$ cat src/rtl/pdac_trig_pkg.sv
package pdac_trig_pkg;

    typedef enum logic [1:0] {
        ST_IDLE  = 2'd0,
        ST_RUN   = 2'd1,
        ST_DRAIN = 2'd2
    } trig_state_e;

endpackage

$ cat src/rtl/pdac_src_pick.sv
module pdac_src_pick (
    input  logic clk,
    input  logic rst_n,
    input  logic src_sel,
    input  logic hw_trig,
    input  logic sw_trig,
    output logic user_trig
);

    logic hw_q;

    always_ff @(posedge clk or negedge rst_n) begin
        if (!rst_n) begin
            hw_q <= 1'b0;
        end else begin
            hw_q <= hw_trig;
        end
    end

    // hardware line contributes on its rising edge only
    always_comb begin
        if (src_sel) begin
            user_trig = sw_trig;
        end else begin
            user_trig = hw_trig & ~hw_q;
        end
    end

endmodule

$ cat src/rtl/pdac_interval.sv
module pdac_interval #(
    parameter int CNT_W = 16
) (
    input  logic             clk,
    input  logic             rst_n,
    input  logic             clear,
    input  logic             start,
    input  logic             reload,
    input  logic [CNT_W-1:0] period_in,
    output logic             expired
);

    localparam logic [CNT_W-1:0] ZERO = '0;

    logic [CNT_W-1:0] per_q;
    logic [CNT_W-1:0] cnt_q;

    always_ff @(posedge clk or negedge rst_n) begin
        if (!rst_n) begin
            per_q <= ZERO;
            cnt_q <= ZERO;
        end else if (clear) begin
            per_q <= ZERO;
            cnt_q <= ZERO;
        end else if (start) begin
            per_q <= period_in;
            cnt_q <= period_in;
        end else if (reload) begin
            cnt_q <= per_q;
        end else if (cnt_q != ZERO) begin
            cnt_q <= cnt_q - 1'b1;
        end
    end

    assign expired = (cnt_q == ZERO);

endmodule

$ cat src/rtl/pdac_quota.sv
module pdac_quota #(
    parameter int CNT_W = 16
) (
    input  logic             clk,
    input  logic             rst_n,
    input  logic             clear,
    input  logic             start,
    input  logic             consume,
    input  logic [CNT_W-1:0] num_in,
    output logic             endless,
    output logic             last
);

    localparam logic [CNT_W-1:0] ZERO = '0;
    localparam logic [CNT_W-1:0] ONE  = {{(CNT_W-1){1'b0}}, 1'b1};

    logic [CNT_W-1:0] rem_q;
    logic             endless_q;

    always_ff @(posedge clk or negedge rst_n) begin
        if (!rst_n) begin
            rem_q     <= ZERO;
            endless_q <= 1'b0;
        end else if (clear) begin
            rem_q     <= ZERO;
            endless_q <= 1'b0;
        end else if (start) begin
            rem_q     <= num_in;
            endless_q <= (num_in == ZERO);
        end else if (consume && rem_q != ZERO) begin
            rem_q <= rem_q - 1'b1;
        end
    end

    assign endless = endless_q;
    assign last    = (rem_q == ONE);

endmodule

$ cat src/rtl/pdac_trig_gen.sv
module pdac_trig_gen
    import pdac_trig_pkg::*;
#(
    parameter int CNT_W = 16
) (
    input  logic             clk,
    input  logic             rst_n,
    input  logic             fifo_rst,
    input  logic             sw_rst,
    input  logic             src_sel,
    input  logic             hw_trig,
    input  logic             sw_trig,
    input  logic             per_en,
    input  logic [CNT_W-1:0] period_i,
    input  logic [CNT_W-1:0] count_i,
    input  logic             conv_busy,
    input  logic             done_clr,
    output logic             trig_o,
    output logic             done_o
);

    trig_state_e state_q;
    trig_state_e state_d;

    logic user_trig;
    logic kill;
    logic expired;
    logic endless;
    logic last;
    logic fire;
    logic start;
    logic reload;
    logic consume;
    logic done_set;

    assign kill = fifo_rst | sw_rst;

    pdac_src_pick u_src (
        .clk       (clk),
        .rst_n     (rst_n),
        .src_sel   (src_sel),
        .hw_trig   (hw_trig),
        .sw_trig   (sw_trig),
        .user_trig (user_trig)
    );

    pdac_interval #(.CNT_W(CNT_W)) u_interval (
        .clk       (clk),
        .rst_n     (rst_n),
        .clear     (kill),
        .start     (start),
        .reload    (reload),
        .period_in (period_i),
        .expired   (expired)
    );

    pdac_quota #(.CNT_W(CNT_W)) u_quota (
        .clk     (clk),
        .rst_n   (rst_n),
        .clear   (kill),
        .start   (start),
        .consume (consume),
        .num_in  (count_i),
        .endless (endless),
        .last    (last)
    );

    // state register
    always_ff @(posedge clk or negedge rst_n) begin
        if (!rst_n) begin
            state_q <= ST_IDLE;
        end else begin
            state_q <= state_d;
        end
    end

    // transitions and per-cycle controls
    always_comb begin
        state_d  = state_q;
        fire     = 1'b0;
        start    = 1'b0;
        reload   = 1'b0;
        consume  = 1'b0;
        done_set = 1'b0;
        unique case (state_q)
            ST_IDLE: begin
                if (user_trig) begin
                    fire = 1'b1;                 // passthrough or start
                    if (per_en) begin
                        start   = 1'b1;
                        state_d = ST_RUN;
                    end
                end
            end
            ST_RUN: begin
                if (!per_en) begin
                    state_d = ST_DRAIN;          // abort beats expiry
                end else if (expired) begin
                    fire   = 1'b1;
                    reload = 1'b1;
                    if (!endless) begin
                        consume = 1'b1;
                        if (last) begin
                            state_d = ST_DRAIN;  // exhaust
                        end
                    end
                end
            end
            ST_DRAIN: begin
                if (!conv_busy) begin
                    done_set = 1'b1;
                    state_d  = ST_IDLE;          // complete
                end
            end
            default: state_d = ST_IDLE;
        endcase
        if (kill) begin
            state_d  = ST_IDLE;
            fire     = 1'b0;
            start    = 1'b0;
            reload   = 1'b0;
            consume  = 1'b0;
            done_set = 1'b0;
        end
    end

    // output registers
    always_ff @(posedge clk or negedge rst_n) begin
        if (!rst_n) begin
            trig_o <= 1'b0;
            done_o <= 1'b0;
        end else begin
            trig_o <= fire;
            if (sw_rst) begin
                done_o <= 1'b0;
            end else if (done_set) begin
                done_o <= 1'b1;
            end else if (done_clr) begin
                done_o <= 1'b0;
            end
        end
    end

endmodule

$ cat config.mk
export PLATFORM = sky130hd
export DESIGN_NAME = pdac_trig_gen
export DESIGN_NICKNAME = d
export VERILOG_FILES = /design/src/rtl/pdac_trig_pkg.sv /design/src/rtl/pdac_src_pick.sv /design/src/rtl/pdac_interval.sv /design/src/rtl/pdac_quota.sv /design/src/rtl/pdac_trig_gen.sv
export SDC_FILE = /design/constraint.sdc
export NUM_CORES = 1
export LEC_CHECK = 0
export ABC_AREA = 1
export BUFFER_PORTS_ARGS = -buffer_cell sky130_fd_sc_hd__buf_2
export CORE_MARGIN = 1.5
export CORE_UTILIZATION = 28
export CTS_CLUSTER_DIAMETER = 200
export DETAILED_ROUTE_END_ITERATION = 10
export GPL_TIMING_DRIVEN = 0
export PLACE_DENSITY_LB_ADDON = 0.25
export SLEW_MARGIN = 20
export SYNTH_ARGS = -nofsm -noshare
export SYNTH_HDL_FRONTEND = slang
export SYNTH_HIERARCHICAL = 1
export SYNTH_SLANG_ARGS = --single-unit
$ cat constraint.sdc
create_clock -name clk -period 2.1 [get_ports clk]
set_clock_uncertainty 0.05 [all_clocks]
set_input_delay 0.315 -clock clk [delete_from_list [all_inputs] [get_ports clk]]
set_output_delay 0.315 -clock clk [all_outputs]
set_load 0.1 [all_outputs]
# Yosys cells after proc, flatten, opt, wreduce, memory -nomap -nowiden
# Index checks and enable logic that the tools add are counted.
dict set report totals {
  register_bits 54
  in_bits 42
  output_inout_bits 2
  elab_cells 76
}
dict set report op_classes {
  addsub 2
  n_eq_ne 9
  muxes 43
  bitwise 3
  reduce_logical 11
}
# op n
set op_table {}
lappend op_table {{2-to-1 mux 16 bit} 9}
lappend op_table {{zero test 16 bit} 2}
lappend op_table {{nonzero test 16 bit} 2}
lappend op_table {{subtractor 16 x 1 -> 16 bit (second input constant)} 2}
lappend op_table {{2-to-1 mux 1 bit} 24}
lappend op_table {{== test 16 x 1 -> 1 bit (second input constant)} 1}
lappend op_table {{2-to-1 mux 2 bit} 8}
lappend op_table {{!= test 4 bit (second input constant)} 3}
lappend op_table {{!= test 3 bit (second input constant)} 2}
lappend op_table {{case mux 2 bit (3 select lines)} 1}
lappend op_table {{AND reduction 6 bit} 1}
lappend op_table {{nonzero test 3 bit} 2}
lappend op_table {{nonzero test 4 bit} 1}
lappend op_table {{!= test 3 x 2 -> 1 bit (second input constant)} 1}
lappend op_table {{== test 2 x 1 -> 1 bit (second input constant)} 1}
lappend op_table {{== test 2 bit (second input constant)} 1}
lappend op_table {{zero test 2 bit} 1}
lappend op_table {{case mux 1 bit (2 select lines)} 1}
lappend op_table {{nonzero test 2 bit} 1}
lappend op_table {{AND 1 bit} 1}
lappend op_table {{logical AND 1 bit} 1}
lappend op_table {{inverter 1 bit} 1}
lappend op_table {{OR 1 bit} 1}

# Logic depth before layout (Yosys ltp)
# Gate-level depths: netlist of run 1.
dict set report depth {
  ltp_word 9
  ltp_mapped 13
  mapped_depth_nobuf 13
}

# By module
# Netlist of run 1, hierarchy kept.
# mod instances cells_each area_per_inst_um2 seq_area_each_um2
set by_module_without_submodules {}
lappend by_module_without_submodules {pdac_interval 1 265 1945.6 800.8}
lappend by_module_without_submodules {pdac_quota 1 208 1356.3 425.4}
lappend by_module_without_submodules {pdac_trig_gen 1 33 261.5 100.1}
lappend by_module_without_submodules {pdac_src_pick 1 6 45.0 25.0}

# Worst setup path after synthesis of run 1
# OpenSTA, ideal clock, no wires.
dict set report synth_path {
  kind {register -> register}
  from {register u_interval.cnt_q[0]}
  to {register u_interval.cnt_q[11]}
  setup_ns 0.073
  arrival_time_ns 1.943
  required_ns 1.977
  slack_ns 0.034
  path_stages_with_launch 12
  path_buffers 2
  period_less_slack_ns 2.066
  cell_sequence {dfrtp_1 inv_1 ha_1 nand3_2 nor2_2 and3_1 nand3_2 inv_1 buf_4 clkbuf_1 a21oi_1 a21oi_2}
}
dict set report synth_via {
  elab_chain_len 8
  word_cells_on_any_way 12
  cone_classes {add/sub (1); mux (8); reduce/logical (3)}
}
# item line_no
set synth_lines {}
lappend synth_lines {{start, declared} pdac_interval.sv:16} ;# logic [CNT_W-1:0] cnt_q;
lappend synth_lines {{start signal, assigned} pdac_interval.sv:27} ;# cnt_q <= period_in;
lappend synth_lines {{start signal, assigned} pdac_interval.sv:29} ;# cnt_q <= per_q;
lappend synth_lines {{start signal, assigned} pdac_interval.sv:31} ;# cnt_q <= cnt_q - 1'b1;
lappend synth_lines {{zero test 16 bit *} pdac_interval.sv:35} ;# assign expired = (cnt_q == ZERO);
lappend synth_lines {{net expired} pdac_trig_gen.sv:27} ;# logic expired;
lappend synth_lines {{2-to-1 mux 1 bit *} pdac_trig_gen.sv:98} ;# end else if (expired) begin
lappend synth_lines {{2-to-1 mux 1 bit *} pdac_trig_gen.sv:96} ;# if (!per_en) begin
lappend synth_lines {{2-to-1 mux 1 bit *} pdac_trig_gen.sv:85} ;# unique case (state_q)
lappend synth_lines {{2-to-1 mux 1 bit *} pdac_trig_gen.sv:117} ;# if (kill) begin
lappend synth_lines {{net reload} pdac_trig_gen.sv:32} ;# logic reload;
lappend synth_lines {{2-to-1 mux 16 bit} pdac_interval.sv:28} ;# end else if (reload) begin
lappend synth_lines {{2-to-1 mux 16 bit} pdac_interval.sv:25} ;# end else if (start) begin
lappend synth_lines {{2-to-1 mux 16 bit} pdac_interval.sv:22} ;# end else if (clear) begin
# The timed path passes the listed nets; every way through them passes the cells marked *. The select of a mux whose other input is x is not followed.
# A chain may end at the register's enable or synchronous reset.

# Worst setup path after layout of run 1
dict set report layout_path {
  from {register u_interval.cnt_q[1]}
  to {register u_interval.cnt_q[5]}
}
# The elaborated chain is that of the path after synthesis.

==> out/results.ini, run 1 <==
[critical_path]
cp_slowest_cell=dfrtp_1
start_kind=flop
max_stage_delay_ns=0.38
crit_type=reg2reg
setup.worst_path.start=u_interval/cnt_q[1]
cp_max_fo=5
arrival_ns=2.18
r2r_end=u_interval/cnt_q[5]
r2r_cells=13
endpoint_kind=flop
crit_path_cell_trace=inv_2 -> ha_4 -> nand3_4 -> nor2_4 -> and3_4 -> nand3_4 -> inv_2 -> buf_6 -> nor2_1 -> nand4_2 -> buf_8 -> nand2_2 -> a21oi_1
crit_path_end=u_interval/cnt_q[5]
r2r_slack_ns=0.05
r2r_start=u_interval/cnt_q[1]
required_ns=2.23

[global_routing]
grt_use_total=0.1550
grt_pass1_vias=3406
grt_max_degree=55
overflow=0
grt_antenna_before_repair=0
grt_first_pass_wirelength_um=16280

[run]
cap_violations=0

[die]
io_pins=44
core_area_sq_mm=0.01262
dieArea_sq_mm=0.01358
initial_core_util=0.2859
fp.dieW_um=116.5
die_y_um=116.5
row_count=41

[synth]
synth_ff_type=dfrtp_1
yosysWarnings=6
async_reset_ff_frac=1.000
synth_cell_types=42
synth_seq_area_share=0.3745
synth_seq_cells=54
synthCells=512
synth-edff-count=0
syn_nets=557
avgSynthCellArea_sq_um=7.048
syn_area_sq_mm=0.003608

[cts]
cts_root_buf=clkbuf_16
cts_max_level=2
tritoncts=done
clkTransAtPathRegs_ns=0.08
clock_path_buffers=2
cts_sinks=54
insertion_delay_ns=0.30
cts_buffers=5

[power]
p_switching_w=0.001295
peakVddDrop_mv=0.3592
switching_share=0.3859
p_leak_nw=2.220
p_seq_frac=0.361
pwr_density_cell_mw_per_mm2=757.9
clkPwrFrac=0.265
power.internal_w=0.002061
power_frac_comb=0.374
finalPower_w=0.003356

[route]
ant_nets=0
drt-vias-per-instance=4.617
wl_per_cell_um=12.93
routed_wl_um=9707
first_pass_iters=5
drc=0
vias=3467
drt_iter0_markers=183

[layout]
layout_commonest_cell=nand2_1
final_cell_mix=nand2_1, nor2_1, dfrtp_1
finalCoreUtilization=0.3509
diodes=0
layout.nets=623
drive_above_1_share=0.2625
area_growth_pct=22.71

[placed_design]
hpwlAfterDp_um=7028
gp_congestion=0.9007
port_buffers=43

[sta]
slew_headroom=0.5184
slew_violations=0
fin_crit_sh=0.9785
report.final.setup_viol=0
final.min_clock_period_ns=2.055
clock.fmax_mhz=486.7
hold_viol=0
grt_setup_unrepaired=yes
worstMarginPinSlew_ns=0.7223

[outcome]
outcome=finished clean

[worst_hold_path]
min_path_type=in2async

==> final cells by class <==
cell class                      instances  area (sq um)
Inverter                               59         226.5
Tap cell                              172         215.2
Multi-Input combinational cell        384          2007
Buffer                                 15         97.59
Timing Repair Buffer                   59         374.1
Fill cell                            1398          8192
Clock inverter                          3         28.78
Sequential cell                        54          1354
Clock buffer                            5         125.1
==> kinds of logic (layout without fill, tap and decap cells) <==
| logic type | Yosys count | after routing | share of synthesized area |
|---|---|---|---|
| XOR/XNOR | 4 | 4 | 0.009711 |
| AO/OA/AOI/OAI | 76 | 76 | 0.1169 |
| AND/OR/NAND/NOR | 300 | 300 | 0.3995 |
| buffers and inverters | 74 | 141 | 0.08634 |
| multiplexers | 1 | 1 | 0.002774 |
| flip-flops | 54 | 54 | 0.3745 |
| adder cells (fa/ha/maj) | 3 | 3 | 0.01040 |
==> worst min path at each step <==
stage,from,end,slack [ns],depth (start not counted)
after floorplan,rst_n,done_o,-0.03,0
after global routing,rst_n,u_interval/per_q[9],0.08,1
after global placement,hw_trig,u_src/hw_q,0.39,1
after CTS,rst_n,u_interval/cnt_q[13],0.05,1
final,rst_n,u_interval/per_q[1],0.004,1
after detailed placement,rst_n,u_interval/per_q[8],0.38,1
==> repair_timing <==
| item | CTS | global route |
|---|---|---|
| setup buffers | 6 | 9 |
| resized for setup | 14 | 14 |
| hold buffers | 0 | 0 |
| cloned | 1 | 0 |
| pin swaps | 2 | 8 |
| endpoints found under the setup margin | 32 | 40 |
==> flip-flops by register name (all words and copies together) (netlist names) <==
name,count
trig_o,1
u_quota/endless,1
u_quota/rem_q,16
u_src/hw_q,1
u_interval/per_q,16
done_o,1
u_interval/cnt_q,16
state_q,2
==> worst max-delay path, delay by kind of cell, from the launching register on <==
| kind | cells | cell delay [ns] |
|---|---|---|
| adder cells (fa/ha/maj) | 1 | 0.17 |
| AND/OR/NAND/NOR | 7 | 0.85 |
| AO/OA/AOI/OAI | 1 | 0.04 |
| flip-flops | 1 | 0.38 |
| buffers and inverters | 4 | 0.45 |
==> Yosys cell counts (3+ instances only) <==
cell type | count | area [sq um]
o21ai_1 | 3 | 15.01
dfrtp_1 | 54 | 1351
nand2_2 | 19 | 118.9
nor4_1 | 4 | 25.02
nor2_1 | 82 | 307.8
nor2_2 | 6 | 37.54
o21ai_0 | 27 | 135.1
nand2_1 | 108 | 405.4
inv_2 | 3 | 11.26
inv_1 | 54 | 202.7
clkbuf_1 | 7 | 26.28
xnor2_1 | 3 | 26.28
nand3_2 | 3 | 30.03
nand3_1 | 49 | 245.2
or2_2 | 6 | 37.54
nand2_4 | 3 | 33.78
a21oi_1 | 30 | 150.1
buf_2 | 3 | 15.01
a21oi_2 | 4 | 35.03
ha_1 | 3 | 37.54
o22ai_1 | 5 | 31.28
nor2_4 | 10 | 112.6
==> layer usage <==
layer  vias up  track usage  routed length [um]
met1      1608       0.1971                4534
li1       1782            -                   -
met2        67       0.2749                4702
met5         -            0                   0
met3        10      0.02439                 358
met4         0      0.03821                 112
==> power groups by stage <==
stage          Clock, W  Sequential [W]  Combinational (W)
2_1_floorplan         0         0.00121           0.000879
3_3_place_gp          0         0.00123            0.00113
3_5_place_dp          0         0.00123            0.00114
4_1_cts        0.000921         0.00121            0.00121
5_1_grt        0.000961         0.00122            0.00144
6_report       0.000888         0.00121            0.00126
==> through the flow <==
stage / std cells / worst slack [ns] / setup TNS (ns) / hold slack, ns / area [sq um]
detailed placement: 727 / -0.4412 / -5.669 / 0.3834 / 4041
floorplan: 512 / 0.03356 / 0 / -0.03059 / 3608
global route: 751 / -0.03353 / -0.2697 / 0.07633 / 4428
finish: 751 / 0.04523 / 0 / 0.004235 / 4428
CTS: 742 / 0.01735 / 0 / 0.05453 / 4325
global placement: 727 / -0.4083 / -5.306 / 0.3885 / 4039
(Power assumes the default switching activity.)
==> inputs of run 2 (changes only) <==
--- a/config.mk
+++ b/config.mk
@@ -8,7 +8,7 @@
 export ABC_AREA = 1
 export BUFFER_PORTS_ARGS = -buffer_cell sky130_fd_sc_hd__buf_2
 export CORE_MARGIN = 1.5
-export CORE_UTILIZATION = 28
+export CORE_UTILIZATION = 40
 export CTS_CLUSTER_DIAMETER = 200
 export DETAILED_ROUTE_END_ITERATION = 10
 export GPL_TIMING_DRIVEN = 0
==> out/results.ini, run 2 (synthesized netlist as in run 1, its figures left out) <==
[die]
initial_core_util=0.4138
core_area_sq_mm=0.008721
row_count=34
dieArea_sq_mm=0.009600
fp.dieW_um=97.98
io_pins=44
die_y_um=97.98

[layout]
final_cell_mix=nand2_1, nor2_1, dfrtp_1
diodes=0
num-fill-cells=866
layout_commonest_cell=nand2_1
multi_input_area_sq_mm=0.002011
layout.nets=626
top_regs=u_interval/cnt_q: 16 flops, u_interval/per_q: 16 flops, u_quota/rem_q: 16 flops
area.sequential_sq_mm=0.001354
drive_above_1_share=0.2663
area_growth_pct=19.83

[sta]
clock.fmax_mhz=489.8
setup_slack_ns=0.05830
worstMarginPinSlew_ns=0.7037
slew_violations=0
slew_headroom=0.5309
final.min_clock_period_ns=2.042
holdWs_ns=-0.007491
fin_crit_sh=0.9722
report.final.setup_viol=0
hold_viol=10

[cts]
cts_root_buf=clkbuf_8
cts_sinks=54
clock_path_buffers=2
cts_max_level=2
cts_hold_buf=0
tritoncts=done
cts_buffers=5
insertion_delay_ns=0.32
clkTransAtPathRegs_ns=0.11

[critical_path]
endpoint_kind=flop
crit_type=reg2reg
cp_max_fo=7
required_ns=2.25
arrival_ns=2.20
start_kind=flop

[route]
routed_wl_um=9561
wl_per_cell_um=13.86
vias=3526
first_pass_iters=4
drt_iter0_markers=210
drt-vias-per-instance=5.110
drc=0
ant_nets=0

[power]
p_leak_nw=2.221
finalPower_w=0.003156
pwr_density_cell_mw_per_mm2=729.8
peakVddDrop_mv=0.3173

[placed_design]
port_buffers=43
hpwlAfterDp_um=6753
gp_congestion=0.9199
dpl_worst_slack_ns=-0.4593

[global_routing]
grt_max_degree=55
grt_antenna_before_repair=0
grt_first_pass_wirelength_um=15840
overflow=0
grt_pass1_vias=3371
grt_use_total=0.2016

[run]
cap_violations=0

[worst_hold_path]
min_path_type=in2async

[outcome]
outcome=finished with violations
failed_checks=negative hold slack

-- run 2: cell count changes in the layout (fill, tap and decap cells not counted), moves of 2 or more --
cell       before  now
a21oi_1        30   28
a21oi_2         4    6
buf_4          16   18
clkbuf_16       5    0
clkbuf_8        0    7
nor2_2         11    9
-- run 2: critical path: stages, from the launching register on --
cell     delay (ns)
dfrtp_1        0.38
inv_2          0.06
ha_4           0.17
nand3_4        0.09
nor2_4         0.04
and3_4         0.16
nand3_4        0.09
inv_2          0.04
buf_6          0.12
nor2_1         0.14
nand4_2        0.18
buf_6          0.16
buf_8          0.13
nand2_2        0.06
a21oi_2        0.04
-- run 2: metrics by stage --
step	instance area [sq um]	setup TNS, ns	std cells	utilization
floorplan	3608	0	512	-
global placement	3959	-6.110	663	0.4539
detailed placement	3961	-6.564	663	0.4542
CTS	4205	0	681	0.4822
global route	4324	-0.2103	690	0.4958
finish	4324	0	690	0.4958
-- run 2: metal layers --
| metal | routed length (um) | vias up | GRT usage |
|---|---|---|---|
| li1 | - | 1779 | - |
| met1 | 4392 | 1660 | 0.2620 |
| met2 | 4666 | 74 | 0.3496 |
| met3 | 331 | 13 | 0.02720 |
| met4 | 170 | 0 | 0.05934 |
| met5 | 0 | - | 0 |
-- run 2: layout make-up --
cell class                 instances  share of cell area
multi-input combinational        384              0.4650
sequential                        54              0.3131
timing repair buffer              62             0.09172
inverter                          59             0.05208
tap                              108             0.03125
buffer                            15             0.02257
clock buffer                       7             0.02228
clock inverter                     1            0.002025
-- run 2: path summary, 6_finish.rpt --
path                                            end           startpoint  cells past startpoint  slack [ns]
worst max-delay path            u_interval/cnt_q[5]  u_interval/cnt_q[1]                     14        0.06
max in group asynchronous       u_interval/cnt_q[2]                rst_n                      1        1.51
worst min-delay path            u_interval/per_q[6]                rst_n                      1      -0.007
worst max register to register  u_interval/cnt_q[5]  u_interval/cnt_q[1]                     14        0.06
min in group clk                         u_src/hw_q              hw_trig                      1        0.07
worst min register to register  u_interval/per_q[9]  u_interval/per_q[9]                      2        0.47
-- run 2: repair_timing --
action / in CTS / in global routing
setup buffers: 9 / 9
cloned: 1 / 0
gates resized for setup: 12 / 15
setup endpoints to repair: 32 / 15
pin swaps: 3 / 3
-- run 2: power by group --
| group | switching, W | leakage, nW | internal (W) |
|---|---|---|---|
| sequential | 0.0000928 | 0.734 | 0.00112 |
| combinational | 0.000780 | 1.43 | 0.000492 |
| clock | 0.000370 | 0.0544 | 0.000304 |
| total | 0.00124 | 2.22 | 0.00191 |
==> inputs of run 3 (changes only) <==
--- a/config.mk
+++ b/config.mk
@@ -7,8 +7,10 @@
 export LEC_CHECK = 0
 export ABC_AREA = 1
 export BUFFER_PORTS_ARGS = -buffer_cell sky130_fd_sc_hd__buf_2
+export CELL_PAD_IN_SITES_DETAIL_PLACEMENT = 0
+export CELL_PAD_IN_SITES_GLOBAL_PLACEMENT = 1
 export CORE_MARGIN = 1.5
-export CORE_UTILIZATION = 40
+export CORE_UTILIZATION = 38
 export CTS_CLUSTER_DIAMETER = 200
 export DETAILED_ROUTE_END_ITERATION = 10
 export GPL_TIMING_DRIVEN = 0
==> out/results.ini, run 3 (synthesized netlist as in run 1, its figures left out) <==
[route]
first_pass_iters=4
drc=0
vias=3467
drt_iter0_markers=126
routed_wl_um=9760
wl_per_cell_um=13.73
ant_nets=0
drt-vias-per-instance=4.876

[power]
p_seq_frac=0.371
p_switching_w=0.001271
power.internal_w=0.001990
peakVddDrop_mv=0.3330
switching_share=0.3898
power_frac_comb=0.402
clkPwrFrac=0.227
p_leak_nw=2.226
pwr_density_cell_mw_per_mm2=743.3
finalPower_w=0.003261

[sta]
setup_slack_ns=0.05547
worstMarginPinSlew_ns=0.7161
report.final.setup_viol=0
hold_viol=4
slew_headroom=0.5226
final.min_clock_period_ns=2.045
fin_crit_sh=0.9736
grt_setup_unrepaired=yes
clock.fmax_mhz=489.1
slew_violations=0
holdWs_ns=-0.003574

[die]
fp.dieW_um=100.4
dieArea_sq_mm=0.01009
io_pins=44
core_area_sq_mm=0.009240
die_y_um=100.4
row_count=35
initial_core_util=0.3905

[critical_path]
setup.worst_path.start=u_interval/cnt_q[0]
crit_type=reg2reg
r2r_start=u_interval/cnt_q[0]
arrival_ns=2.24
required_ns=2.30
start_kind=flop
cp_max_fo=7
endpoint_kind=flop

[cts]
tritoncts=done
cts_root_buf=clkbuf_8
cts_sinks=54
cts_buffers=5
cts_max_level=2
clkTransAtPathRegs_ns=0.11
insertion_delay_ns=0.31
clock_path_buffers=2

[placed_design]
dpl_worst_slack_ns=-0.4300
gp_congestion=0.8638
port_buffers=43
hpwlAfterDp_um=7121

[global_routing]
grt_first_pass_wirelength_um=16410
overflow=0
grt_pass1_vias=3459
grt_antenna_before_repair=0
grt_use_total=0.2076
grt_max_degree=55

[layout]
area.sequential_sq_mm=0.001354
num-fill-cells=983
top_regs=u_interval/cnt_q: 16 flops, u_interval/per_q: 16 flops, u_quota/rem_q: 16 flops
multi_input_area_sq_mm=0.002034
drive_above_1_share=0.2749
layout_commonest_cell=nand2_1
layout.nets=626
final_cell_mix=nand2_1, nor2_1, dfrtp_1
diodes=0
area_growth_pct=21.57
finalCoreUtilization=0.4747

[worst_hold_path]
min_path_type=in2async

[outcome]
outcome=finished with violations
failed_checks=negative hold slack

[run]
cap_violations=0

run 3: cell types whose count changed in the layout (fill, tap and decap cells not counted), moves of 2 or more:
| cell | change |
|---|---|
| a21oi_1 | -2 |
| a21oi_2 | +2 |
| clkbuf_8 | -2 |
| o21ai_0 | -4 |
| o21ai_1 | +3 |
run 3: metal layers:
layer,routed length [um],vias up,GRT usage
met5,0,-,0
met4,167,0,0.04767
met3,283,11,0.02925
met2,4972,67,0.3862
met1,4336,1617,0.2526
li1,-,1772,-
run 3: final timing paths:
kind                                        endpoint  cells past startpoint  slack (ns)
worst min-delay path             u_interval/per_q[6]                      1      -0.004
worst min register to register   u_interval/per_q[0]                      2        0.47
max in group asynchronous        u_interval/cnt_q[5]                      1        1.49
worst max-delay path            u_interval/cnt_q[11]                     14        0.06
min in group clk                          u_src/hw_q                      1        0.06
worst max register to register  u_interval/cnt_q[11]                     14        0.06
run 3: power by group through the flow:
stage	combinational [W]	clock, W	sequential, W
2_1_floorplan	0.000879	0	0.00121
6_report	0.00131	0.000739	0.00121
3_3_place_gp	0.00114	0	0.00123
5_1_grt	0.00149	0.000798	0.00122
3_5_place_dp	0.00115	0	0.00123
4_1_cts	0.00121	0.000767	0.00121
run 3: stage by stage:
step | TNS, ns | instance area [sq um] | instances
finish | 0 | 4387 | 711
global route | -0.3135 | 4387 | 711
CTS | 0 | 4214 | 699
detailed placement | -6.350 | 3988 | 684
global placement | -5.737 | 3985 | 684
floorplan | 0 | 3608 | 512
run 3: cell type report:
| type | count | area share |
|---|---|---|
| plain buffers | 15 | 0.02253 |
| clock buffers | 5 | 0.01569 |
| clock inverters | 3 | 0.009983 |
| inverters | 59 | 0.05134 |
| multi-input cells | 384 | 0.4638 |
| flip-flops and latches | 54 | 0.3086 |
| well taps | 129 | 0.03679 |
| repair buffers | 62 | 0.09127 |
run 3: worst max-delay path: stages (launching register included):
cell     delay [ns]
dfrtp_1        0.42
inv_2          0.10
ha_4           0.16
nand3_4        0.08
nor2_4         0.12
and3_4         0.21
nand3_4        0.09
inv_2          0.07
buf_6          0.12
nor2_2         0.05
nand4_2        0.13
buf_6          0.12
buf_8          0.12
nand2_2        0.05
a21oi_2        0.09
run 3: what timing repair did:
action                     CTS  global route
hold buffers                 0             0
buffers inserted             6            12
cloned                       1             0
pin swaps                    2             4
setup endpoints to repair   32            38
hold endpoints to repair     0             0
resized for setup           12            29
